==> src/rtl/cc_timer.sv <==
module cc_timer #(
  parameter int CW  = 16,
  parameter int NCH = 4,
  parameter int PW  = 7
) (
  input  logic           clk,
  input  logic           rst_n,
  input  logic           wr_en,
  input  logic [3:0]     addr,
  input  logic [CW-1:0]  wdata,
  output logic [CW-1:0]  rdata,
  input  logic [NCH-1:0] cap_in,
  input  logic           pa_in,
  output logic [NCH-1:0] cmp_out,
  output logic           irq
);
  localparam int FW = NCH + 2;
  localparam logic [CW-1:0] TOP = {CW{1'b1}};

  logic [5:0]     ctrl;
  logic [CW-1:0]  cnt, pacc;
  logic [PW-1:0]  pre;
  logic [FW-1:0]  flags, ien;
  logic [NCH-1:0] ev, cap_q;
  logic           pa_q;
  logic [5:0]     cfg [NCH];
  logic [CW-1:0]  val [NCH];

  wire [PW-1:0] mask   = ~({PW{1'b1}} << ctrl[3:1]);
  wire          tick   = ctrl[0] && ((pre & mask) == mask);
  wire          ld_cnt = wr_en && addr == 4'd1;
  wire          ld_pa  = wr_en && addr == 4'd4;
  wire          wrap   = tick && !ld_cnt && cnt == TOP;
  wire [CW-1:0] cnt_nx = cnt + 1'b1;
  wire          pa_edg = ctrl[5] ? (pa_q & ~pa_in) : (pa_in & ~pa_q);
  wire          pa_inc = ctrl[4] && pa_edg && !ld_pa;
  wire          pa_wrp = pa_inc && pacc == TOP;
  wire [FW-1:0] clr    = (wr_en && addr == 4'd2) ? wdata[FW-1:0] : '0;

  assign irq = |(flags & ien);

  always_ff @(posedge clk) begin
    if (!rst_n) begin
      ctrl <= '0; cnt <= '0; pre <= '0; pacc <= '0;
      flags <= '0; ien <= '0; pa_q <= 1'b0;
    end else begin
      pa_q  <= pa_in;
      flags <= (flags & ~clr) | {pa_wrp, wrap, ev};
      if (wr_en && addr == 4'd0) ctrl <= wdata[5:0];
      if (wr_en && addr == 4'd3) ien  <= wdata[FW-1:0];
      if (ld_cnt) begin
        cnt <= wdata;
        pre <= '0;
      end else if (ctrl[0]) begin
        pre <= pre + 1'b1;
        if (tick) cnt <= cnt_nx;
      end
      if (ld_pa) pacc <= wdata;
      else if (pa_inc) pacc <= pacc + 1'b1;
    end
  end

  for (genvar i = 0; i < NCH; i++) begin : g_ch
    wire rise  = cap_in[i] & ~cap_q[i];
    wire fall  = ~cap_in[i] & cap_q[i];
    wire capt  = !cfg[i][0] && ((cfg[i][1] && rise) || (cfg[i][2] && fall));
    wire match = cfg[i][0] && tick && !ld_cnt && cnt_nx == val[i];
    assign ev[i] = capt | match;

    always_ff @(posedge clk) begin
      if (!rst_n) begin
        cfg[i] <= '0; val[i] <= '0; cap_q[i] <= 1'b0; cmp_out[i] <= 1'b0;
      end else begin
        cap_q[i] <= cap_in[i];
        if (wr_en && addr == 4'(8 + i)) cfg[i] <= wdata[5:0];
        if (capt) val[i] <= cnt;
        else if (wr_en && addr == 4'(12 + i)) val[i] <= wdata;
        if (match && cfg[i][4:3] != 2'b00)
          case (cfg[i][4:3])
            2'b01:   cmp_out[i] <= ~cmp_out[i];
            2'b10:   cmp_out[i] <= 1'b0;
            default: cmp_out[i] <= 1'b1;
          endcase
        else if (wrap && cfg[i][0] && cfg[i][5])
          cmp_out[i] <= ~cmp_out[i];
      end
    end
  end

  always_comb begin
    rdata = '0;
    case (addr)
      4'd0: rdata = CW'(ctrl);
      4'd1: rdata = cnt;
      4'd2: rdata = CW'(flags);
      4'd3: rdata = CW'(ien);
      4'd4: rdata = pacc;
      default:
        if (addr[3] && int'(addr[1:0]) < NCH)
          rdata = addr[2] ? val[addr[1:0]] : CW'(cfg[addr[1:0]]);
    endcase
  end
endmodule


==> config.mk <==
export PLATFORM = sky130hd
export DESIGN_NAME = cc_timer
export DESIGN_NICKNAME = d
export VERILOG_FILES = /design/src/rtl/cc_timer.sv
export SDC_FILE = /design/constraint.sdc
export NUM_CORES = 1
export LEC_CHECK = 0
export BUFFER_PORTS_ARGS = -buffer_cell sky130_fd_sc_hd__buf_2
export CAP_MARGIN = 20
export CORE_MARGIN = 2
export CORE_UTILIZATION = 45
export DETAILED_ROUTE_END_ITERATION = 7
export PLACE_DENSITY = 0.67
export SLEW_MARGIN = 20
export SYNTH_ARGS = -nofsm -noshare
export SYNTH_HDL_FRONTEND = slang
export SYNTH_SLANG_ARGS = --single-unit
==> constraint.sdc <==
create_clock -name clk -period 5.83 [get_ports clk]
set_clock_uncertainty 0.1 [all_clocks]
set_input_delay 1.749 -clock clk [delete_from_list [all_inputs] [get_ports clk]]
set_output_delay 1.749 -clock clk [all_outputs]
set_load 0.005 [all_outputs]
=== After elaboration in Yosys (flattened, before gate mapping) ===
Memories as Yosys holds them, arrays and structs flattened.
Index checks and enable logic that the tools add are counted.

* Memory bits (writable): 88
* Latch bits: 0
* Register bits: 66
* ROM bits: 0
* Memories: 2

{| class="wikitable"
|+ Memories
! memory !! depth !! width !! rd ports !! clocked after memory_dff !! write ports !! RTL line !! source
|-
| val || 4 || 16 || 5 || 0 || 4 || 27 || <nowiki>logic [CW-1:0] val [NCH];</nowiki>
|-
| cfg || 4 || 6 || 5 || 0 || 4 || 26 || <nowiki>logic [5:0] cfg [NCH];</nowiki>
|}

* Eq/ne operators: 27
* Reduce and logical (&&, ||, !) cells: 80
* Muxes and demuxes: 75
* Shift operators: 1
* Add/subtract/negate cells: 3
* Divide/modulo/power cells: 0
* $mul: 0
* $lt $le $gt $ge: 0
* Bitwise logic cells: 47

{| class="wikitable"
|+ Operators by type and width
! operator !! number
|-
| $mux 16 || 15
|-
| $pmux 16 s5 || 1
|-
| $eq 16x16->1 || 4
|-
| $logic_and 1x1->1 || 55
|-
| $mux 1 || 50
|-
| $add 16x1->16 const B || 2
|-
| $eq 16x16->1 const B || 2
|-
| $eq 4x4->1 const B || 8
|-
| $mux 6 || 5
|-
| $reduce_bool 2->1 || 11
|-
| $or 1x1->1 || 16
|-
| $not 1->1 || 15
|-
| $and 6x6->6 || 2
|-
| $and 1x1->1 || 10
|-
| $eq 2x1->1 const B || 4
|-
| $eq 2x2->1 const B || 4
|-
| $eq 4x2->1 const B || 2
|-
| $pmux 1 s2 || 4
|-
| $add 7x1->7 const B || 1
|-
| $and 7x7->7 || 1
|-
| $eq 7x7->1 || 1
|-
| $not 7->7 || 1
|-
| $shl 7x3->7 const A || 1
|-
| $logic_not 1->1 || 6
|-
| other kinds (9) || 12
|}

=== Logic depth before layout (Yosys ltp) ===
Gate-level depths: netlist of run 1.

* Depth after elaboration: 11
* Gate-level depth with buffers: 11
* Depth with buffers taken out: 8

=== Least setup slack after synthesis of run 1 ===
OpenSTA, ideal clock, no wires.

* Path type: input to output
* Start point: input addr[0]
* End point: output rdata[10]
* Path buffers: 3
* Arrival time: 3.709 ns
* Stages: 6
* Data required time: 3.981 ns
* Setup slack: 0.272 ns
* Cell sequence: clkbuf_1 > buf_1 > buf_1 > mux4_2 > nand3_1 > nand2_1

* Cells in the longest elaborated chain, start to end: 4

{| class="wikitable"
|+ RTL lines
! what !! RTL line !! source
|-
| start, declared || 9 || <nowiki>input logic [3:0] addr,</nowiki>
|-
| $mem_v2 4x16 || - ||
|-
| $mux 16 || 100 || <nowiki>rdata = addr[2] ? val[addr[1:0]] : CW'(cfg[addr[1:0]]);</nowiki>
|-
| $mux 16 || 99 || <nowiki>if (addr[3] && int'(addr[1:0]) < NCH)</nowiki>
|-
| $pmux 16 s5 (*) || 92 || <nowiki>case (addr)</nowiki>
|-
| end, declared || 11 || <nowiki>output logic [CW-1:0] rdata,</nowiki>
|}

Every way passes the cells marked *; elsewhere a longest branch is shown, timed or not.

=== Worst setup path after layout of run 1 ===
* Start point: input addr[1]
* End point: output rdata[3]

* Cells in the longest elaborated chain, start to end: 4

{| class="wikitable"
|+ RTL lines
! what !! RTL line
|-
| $mem_v2 4x6 or $mem_v2 4x16 (tied branches) || -
|-
| $mux 16 || 100
|-
| $mux 16 || 99
|-
| $pmux 16 s5 (*) || 92
|}

Marked as above.

==> results of run 1 <==
-- per-stage QoR --
stage / area, um2 / total power (uW) / worst slack (ps)
final: 10730 / 2655 / 519.8
after CTS: 10720 / 2642 / 553.5
after global placement: 10150 / 1546 / 573.3
after floorplan: 9697 / 1431 / 271.7
after global routing: 10730 / 2722 / 450.2
after detailed placement: 10150 / 1547 / 564.8
-- sequential cells by signal (all words and copies together) (netlist names) --
signal	flops
val	64
flags	6
cap_q	4
cfg	24
pre	7
pacc	16
pa_q	1
ien	6
cmp_out	4
ctrl	6
cnt	16
-- Yosys cell counts (all sizes together) (26+ instances only) --
library cell | count | area [um2]
nand2 | 49 | 183.9
xor2 | 40 | 350.3
a22o | 64 | 560.5
clkbuf | 65 | 244.0
and2 | 38 | 237.7
a21oi | 34 | 170.2
dfxtp | 66 | 1321
mux4 | 26 | 585.6
nand3 | 45 | 230.2
nor2 | 87 | 326.6
a211oi | 33 | 247.7
edfxtp | 88 | 2643
xnor2 | 54 | 473.0
-- area by class of cell --
type	count	area, um2
Fill cell	1986	10360
Multi-Input combinational cell	718	5380
Sequential cell	154	3964
Clock buffer	17	425.4
Timing Repair Buffer	71	425.4
Tap cell	275	344.1
Clock inverter	15	146.4
Inverter	12	45.04
-- power breakdown --
group,switching [uW],internal (uW)
Clock,488,630
Combinational,168,111
Sequential,59.0,1200
-- layer usage --
metal	vias up	share of wire, %
met5	-	0
met4	0	3.2
met3	57	11
met2	581	44
met1	3965	41
li1	3674	-
-- cell families after synthesis --
logic type,count (synthesis),share of synthesized area (%)
AOI/OAI and AO/OA,228,17.52
xor gates and xnor gates,101,10.13
adders and majority gates,3,0.3871
buffers and inverters,95,4.013
DFF,154,40.88
muxes,47,8.258
and+or+nand+nor,339,18.81
-- worst paths after layout --
check | start | end | slack (ps) | cells after the start
setup reg to reg | cnt[0] | cmp_out[0] | 1610 | 8
hold reg to reg | flags[4] | flags[4] | 390 | 2
hold / removal | flags[4] | flags[4] | 390 | 2
setup / recovery | addr[1] | rdata[3] | 520 | 7
-- worst max-delay path, stage by stage --
cell and delay [ps]:
buf_2 130, nor3_1 240, and2_1 470, a221o_1 260, a221oi_1 60, o32ai_1 360, buf_2 190
==> results.yml, run 1 <==
global_routing:
  grt_use_met2_pct: 42.18
  met1_usage_pct: 41.84
  grt_max_degree: 41
  grtUsageTotal_pct: 28.69
  grt_pass1_vias: 7619
  grt_pass1_wl_mm: 47.99
  grt_antenna_before_repair: 1
  top_usage_layer: "met2"
  overflow: 0
  grtUsageMet3_pct: 5.753
floorplan:
  die-width_um: 150.8
  core_um2: 21090
  dieArea_um2: 22740
  die_h_um: 150.8
  initial_utilization_pct: 45.98
  ios: 49
  fp-row-count: 53
cts:
  cts_htree_levels: 4
  post_cts_buffers: 0
  cts_hold_buf: 0
  clock_path_buffers: 2
  clkTransAtPathRegs_ps: 60
  cts.sinks: 154
  cts_root_buf: "clkbuf_16"
  clk_latency_ps: 430
  cts_tree: "built"
  numCtsBuffers: 17
  ctsResizeCount: 0
synth:
  async_flop_share_pct: 0
  synth_flop_cell: "edfxtp_1"
  synthesis.nets: 998
  synth_edf_count: 88
  synth_cells: 967
  yosysSeqAreaShare_pct: 40.88
  ys_warn_count: 0
  synth.cell_area_um2: 9697
  avgSynthCellArea_um2: 10.03
  ys_types: 76
  synth_seq_cells: 154
drt:
  drt_iter0_drc: 1168
  routed_wl_mm: 31.47
  drt-wirelength-per-cell_um: 24.94
  drtPass1Iterations: 5
  ant_nets: 0
  vias: 8277
  vias_per_cell: 6.559
  drc: 0
layout:
  stdcell_count: 1262
  mostFrequentLayoutCell: "edfxtp_1"
  layout-drive-gt1-share_pct: 15.30
  fin_nets: 1005
  layout_common_cells: "edfxtp_1, nor2_1, dfxtp_1"
  syn2layout_area_growth_pct: 10.66
  num_antenna_cells: 0
  postLayoutCoreUtil_pct: 50.88
min_path:
  hold_path_class: "register to register"
job:
  max_cap_violations: 0
timing:
  fmax_mhz: 188.3
  tightestPinTransition_ps: 995.6
  period_share_pct: 91.08
  fin_tns_setup_ps: 0
  hold_violations: 0
  holdWs_ps: 390.2
  period_minus_slack_ps: 5310
  setup_viol: 0
  maxSlewViolCount: 0
  slew_headroom_pct: 33.01
  rsz0062_at_grt: "no"
place:
  dp_hpwl_mm: 22.12
  gp_congestion: 0.9755
  io_buffers: 48
  place_inst: 1230
critical_path:
  cp.arrival_ps: 3460
  start_kind: "input port"
  critical_path_class: "input port to primary output"
  worst-endpoint-required_ps: 3980
  crit_fanout: 12
  cp-end-kind: "primary output"
power:
  vdd_drop_max_v: 0.0002146
  p_leak_uw: 0.003852
  powerDensity_nw_per_um2: 247.4
run_status:
  status: "complete, no violations"
Power figures use the tool's default switching activity.
==> run 2: changes to the inputs <==
--- a/config.mk
+++ b/config.mk
@@ -10,6 +10,7 @@
 export CORE_MARGIN = 2
 export CORE_UTILIZATION = 45
 export DETAILED_ROUTE_END_ITERATION = 7
+export GPL_ROUTABILITY_DRIVEN = 0
 export PLACE_DENSITY = 0.67
 export SLEW_MARGIN = 20
 export SYNTH_ARGS = -nofsm -noshare
==> constraint.sdc (replaced) <==
create_clock -name clk -period 5.83 [get_ports clk]
set_clock_uncertainty 0.1 [all_clocks]
set_input_delay 1.749 -clock clk [delete_from_list [all_inputs] [get_ports clk]]
set_output_delay 1.749 -clock clk [all_outputs]
set_load 0.05 [all_outputs]
==> run 2 against run 1 <==
Against the previous run:
- register-to-register slack worse by 230 ps
- combinational power rose by 8.6%
- final cell count hardly changed
- critical path type unchanged
- largest cell class unchanged
==> results.yml, run 2 (same netlist as run 1, synthesis figures left out) <==
run_status:
  status: "complete, no violations"
cts:
  cts_tree: "built"
  numCtsBuffers: 17
  clk_latency_ps: 440
  clock_path_buffers: 2
  cts_hold_buf: 0
  clkTransAtPathRegs_ps: 60
  cts_htree_levels: 4
  post_cts_buffers: 0
  ctsResizeCount: 0
  cts_root_buf: "clkbuf_16"
  cts.sinks: 154
global_routing:
  grtUsageTotal_pct: 28.49
  grt_max_degree: 40
  grt_pass1_wl_mm: 48.09
  grt_antenna_before_repair: 0
  overflow: 0
  grt_pass1_vias: 7868
floorplan:
  core_um2: 21090
  ios: 49
  fp-row-count: 53
  die-width_um: 150.8
  dieArea_um2: 22740
  die_h_um: 150.8
  initial_utilization_pct: 45.98
timing:
  maxSlewViolCount: 0
  tightestPinTransition_ps: 1195
  fin_ws_ps: 529.2
  hold_violations: 0
  period_minus_slack_ps: 5301
  fin_tns_setup_ps: 0
  setup_viol: 0
  fmax_mhz: 188.7
  period_share_pct: 90.92
  slew_headroom_pct: 19.59
  rsz0062_at_grt: "no"
layout:
  fill_cells: 1930
  seq_area_um2: 3964
  largest_reg_flops: 64
  multi_input_area_um2: 5400
  layout_common_cells: "edfxtp_1, nor2_1, dfxtp_1"
  syn2layout_area_growth_pct: 10.74
  mostFrequentLayoutCell: "edfxtp_1"
  layout-drive-gt1-share_pct: 15.52
  postLayoutCoreUtil_pct: 50.92
  top_register: "val"
  stdcell_count: 1261
  num_antenna_cells: 0
  reg_top3: "val x64, cfg x24"
  fin_nets: 1004
drt:
  ant_nets: 0
  vias: 8309
  drt_iter0_drc: 1150
  routed_wl_mm: 31.55
  vias_per_cell: 6.589
  drc: 0
  drt-wirelength-per-cell_um: 25.02
  drtPass1Iterations: 5
place:
  io_buffers: 48
  dp_hpwl_mm: 22.30
  dp_worst_setup_slack_ps: 524.9
  place_inst: 1229
critical_path:
  critical_path_class: "input port to primary output"
  cp-end-kind: "primary output"
  worstRegToRegCells: 8
  worst-endpoint-required_ps: 3980
  startpoint: "addr[1]"
  start_kind: "input port"
  cp.arrival_ps: 3450
  r2r_start: "cnt[0]"
  crit_fanout: 13
min_path:
  hp-start: "flags[4]"
  hold_path_class: "register to register"
  min_path_cells: 2
job:
  max_cap_violations: 0
power:
  p_leak_uw: 0.003850
  vdd_drop_max_v: 0.0002138
  powerDensity_nw_per_um2: 248.4
-- run 2: through the flow --
step / hold WS, ps / area, um2 / power, uW
floorplan: 342.0 / 9727 / 1459
global placement: 359.2 / 10160 / 1574
detailed placement: 375.6 / 10160 / 1577
CTS: 388.6 / 10740 / 2656
global route: 420.6 / 10740 / 2729
finish: 398.8 / 10740 / 2667
-- run 2: report_power, final --
group,switching [uW],internal (uW)
sequential,62.9,1200
combinational,192,111
clock,466,636
total,721,1950
-- run 2: path summary, 6_finish.rpt --
check	end	slack (ps)
min reg2reg	flags[4]	400
max reg2reg	cmp_out[3]	1380
min	flags[4]	400
max	rdata[1]	530
-- run 2: cell type report --
cell class,instances,share of cell area [%]
Multi-Input combinational cell,718,50.29
Sequential cell,154,36.91
Clock buffer,25,4.929
Timing Repair Buffer,70,3.775
Tap cell,275,3.204
Clock inverter,7,0.4661
Inverter,12,0.4195
-- run 2: critical path, cell delays in order --
cell and delay, ps:
buf_2 280, buf_4 220, mux4_2 490, nor2b_1 140
a211oi_1 270, a21oi_2 70, buf_2 230
-- run 2: metal layers --
metal | global-route usage, % | up-vias | routed length, um
met2 | 42.82 | 517 | 14050
met3 | 7.892 | 68 | 3745
met1 | 39.48 | 4049 | 12760
met4 | 10.33 | 0 | 993
li1 | - | 3675 | -
met5 | 0 | - | 0
==> run 3: changes to the inputs <==
--- a/config.mk
+++ b/config.mk
@@ -8,10 +8,10 @@
 export BUFFER_PORTS_ARGS = -buffer_cell sky130_fd_sc_hd__buf_2
 export CAP_MARGIN = 20
 export CORE_MARGIN = 2
-export CORE_UTILIZATION = 45
+export CORE_UTILIZATION = 30
 export DETAILED_ROUTE_END_ITERATION = 7
 export GPL_ROUTABILITY_DRIVEN = 0
-export PLACE_DENSITY = 0.67
+export PLACE_DENSITY = 0.5
 export SLEW_MARGIN = 20
 export SYNTH_ARGS = -nofsm -noshare
 export SYNTH_HDL_FRONTEND = slang
==> run 3 against run 2 <==
Against the previous run:
- critical endpoint is now rdata[4]
- clock-buffer cell count decreased by 3
- via count fell by 1.2%
- final cell count increased by 10%
- highest routed layer unchanged
- non-clock buffer count increased by 3
- largest power group unchanged
- sequential cell count unchanged
==> results.yml, run 3 (same netlist as run 1, synthesis figures left out) <==
run_status:
  status: "complete, no violations"
global_routing:
  grt_pass1_vias: 7960
  grt_antenna_before_repair: 0
  grtUsageTotal_pct: 21.45
  overflow: 0
  grt_max_degree: 34
  grt_pass1_wl_mm: 52.94
layout:
  syn2layout_area_growth_pct: 12.53
  mostFrequentLayoutCell: "edfxtp_1"
  fill_cells: 3233
  layout_common_cells: "edfxtp_1, nor2_1, dfxtp_1"
  top_register: "val"
  fin_nets: 1007
  num_antenna_cells: 0
  reg_top3: "val x64, cfg x24"
  layout-drive-gt1-share_pct: 15.98
  final_area_um2: 10910
  largest_reg_flops: 64
cts:
  cts_htree_levels: 4
  cts.sinks: 154
  clkTransAtPathRegs_ps: 70
  cts_root_buf: "clkbuf_16"
  clock_path_buffers: 2
  clk_latency_ps: 440
  numCtsBuffers: 17
  cts_tree: "built"
  post_cts_buffers: 0
  ctsResizeCount: 0
  cts_hold_buf: 0
critical_path:
  crit_fanout: 21
  cpPeakStageDelay_ps: 360
  start_kind: "input port"
  slowest_stage: "nor4b_2"
  cp-end-kind: "primary output"
  path_cells: "buf_2 > buf_12 > nor4b_2 > a221o_1 > a221oi_1 > o32ai_2 > buf_2"
  cp.arrival_ps: 3470
  cpMostUsedCell: "buf_2"
  critical_path_class: "input port to primary output"
  cp_top_family: "buffers and inverters"
  worst-endpoint-required_ps: 3980
  path_buf_inv: 3
drt:
  top_layer: "met4"
  met3_length_mm: 2.505
  routed_wl_mm: 35.41
  drtPass1Iterations: 5
  ant_nets: 0
  drt-wirelength-per-cell_um: 25.46
  drc: 0
  vias_per_cell: 5.904
  wl_met1_mm: 15.90
  drt_iter0_drc: 948
  vias: 8213
  dr_wl_met2_mm: 16.15
timing:
  maxSlewViolCount: 0
  fmax_mhz: 188.1
  period_share_pct: 91.20
  slew_headroom_pct: 26.87
  hold_violations: 0
  rsz0062_at_grt: "no"
  period_minus_slack_ps: 5317
  tightestPinTransition_ps: 1069
  fin_tns_setup_ps: 0
  setup_viol: 0
job:
  max_cap_violations: 0
floorplan:
  dieArea_um2: 33780
  initial_utilization_pct: 30.57
  fp-row-count: 65
  core_um2: 31720
  die-width_um: 183.8
  die_h_um: 183.8
  ios: 49
power:
  powerDensity_nw_per_um2: 244.4
  p_leak_uw: 0.003866
  vdd_drop_max_v: 0.0001976
min_path:
  hold_path_class: "register to register"
place:
  dpl_cell_area_um2: 10360
  dp_hpwl_mm: 24.86
  io_buffers: 48
[run 3: routing by layer]
layer | vias to the layer above | global-route usage (%)
met3 | 48 | 3.784
met5 | - | 0
met1 | 4112 | 29.90
met2 | 368 | 33.46
met4 | 0 | 7.456
li1 | 3685 | -
[run 3: metrics by stage]
| step | total power (uW) | util (%) | hold WS [ps] | cells | worst slack [ps] |
|---|---|---|---|---|---|
| floorplan | 1459 | - | 342.0 | 967 | 42.06 |
| global placement | 1591 | 32.67 | 367.5 | 1359 | 553.2 |
| detailed placement | 1592 | 32.67 | 384.8 | 1359 | 536.1 |
| CTS | 2661 | 34.40 | 395.2 | 1391 | 532.9 |
| global route | 2735 | 34.40 | 399.1 | 1391 | 381.1 |
| finish | 2666 | 34.40 | 401.3 | 1391 | 513.2 |
[run 3: area by class of cell]
| type | count | area [um2] | area share [%] |
|---|---|---|---|
| multi-input combinational | 718 | 5410 | 49.58 |
| timing repair buffer | 73 | 440.4 | 4.036 |
| clock inverter | 10 | 62.56 | 0.5733 |
| sequential | 154 | 3964 | 36.33 |
| clock buffer | 22 | 486.7 | 4.461 |
| tap | 402 | 503.0 | 4.610 |
| inverter | 12 | 45.04 | 0.4128 |
[run 3: power by group]
group	switching, uW	total, uW	internal (uW)
logic	202	315	113
clock network	495	1090	596
registers	62.0	1260	1200
[run 3: path summary, 6_finish.rpt]
| path | startpoint | to | slack [ps] | depth (start not counted) |
|---|---|---|---|---|
| max | addr[0] | rdata[4] | 510 | 7 |
| min | flags[4] | flags[4] | 400 | 2 |
| max reg2reg | cnt[0] | cmp_out[1] | 1340 | 9 |
| min reg2reg | flags[4] | flags[4] | 400 | 2 |
[run 3: tightest hold or removal path: stages (launching register included)]
cell and delay [ps]:
dfxtp_1 330, nand2_1 60, a21oi_1 60
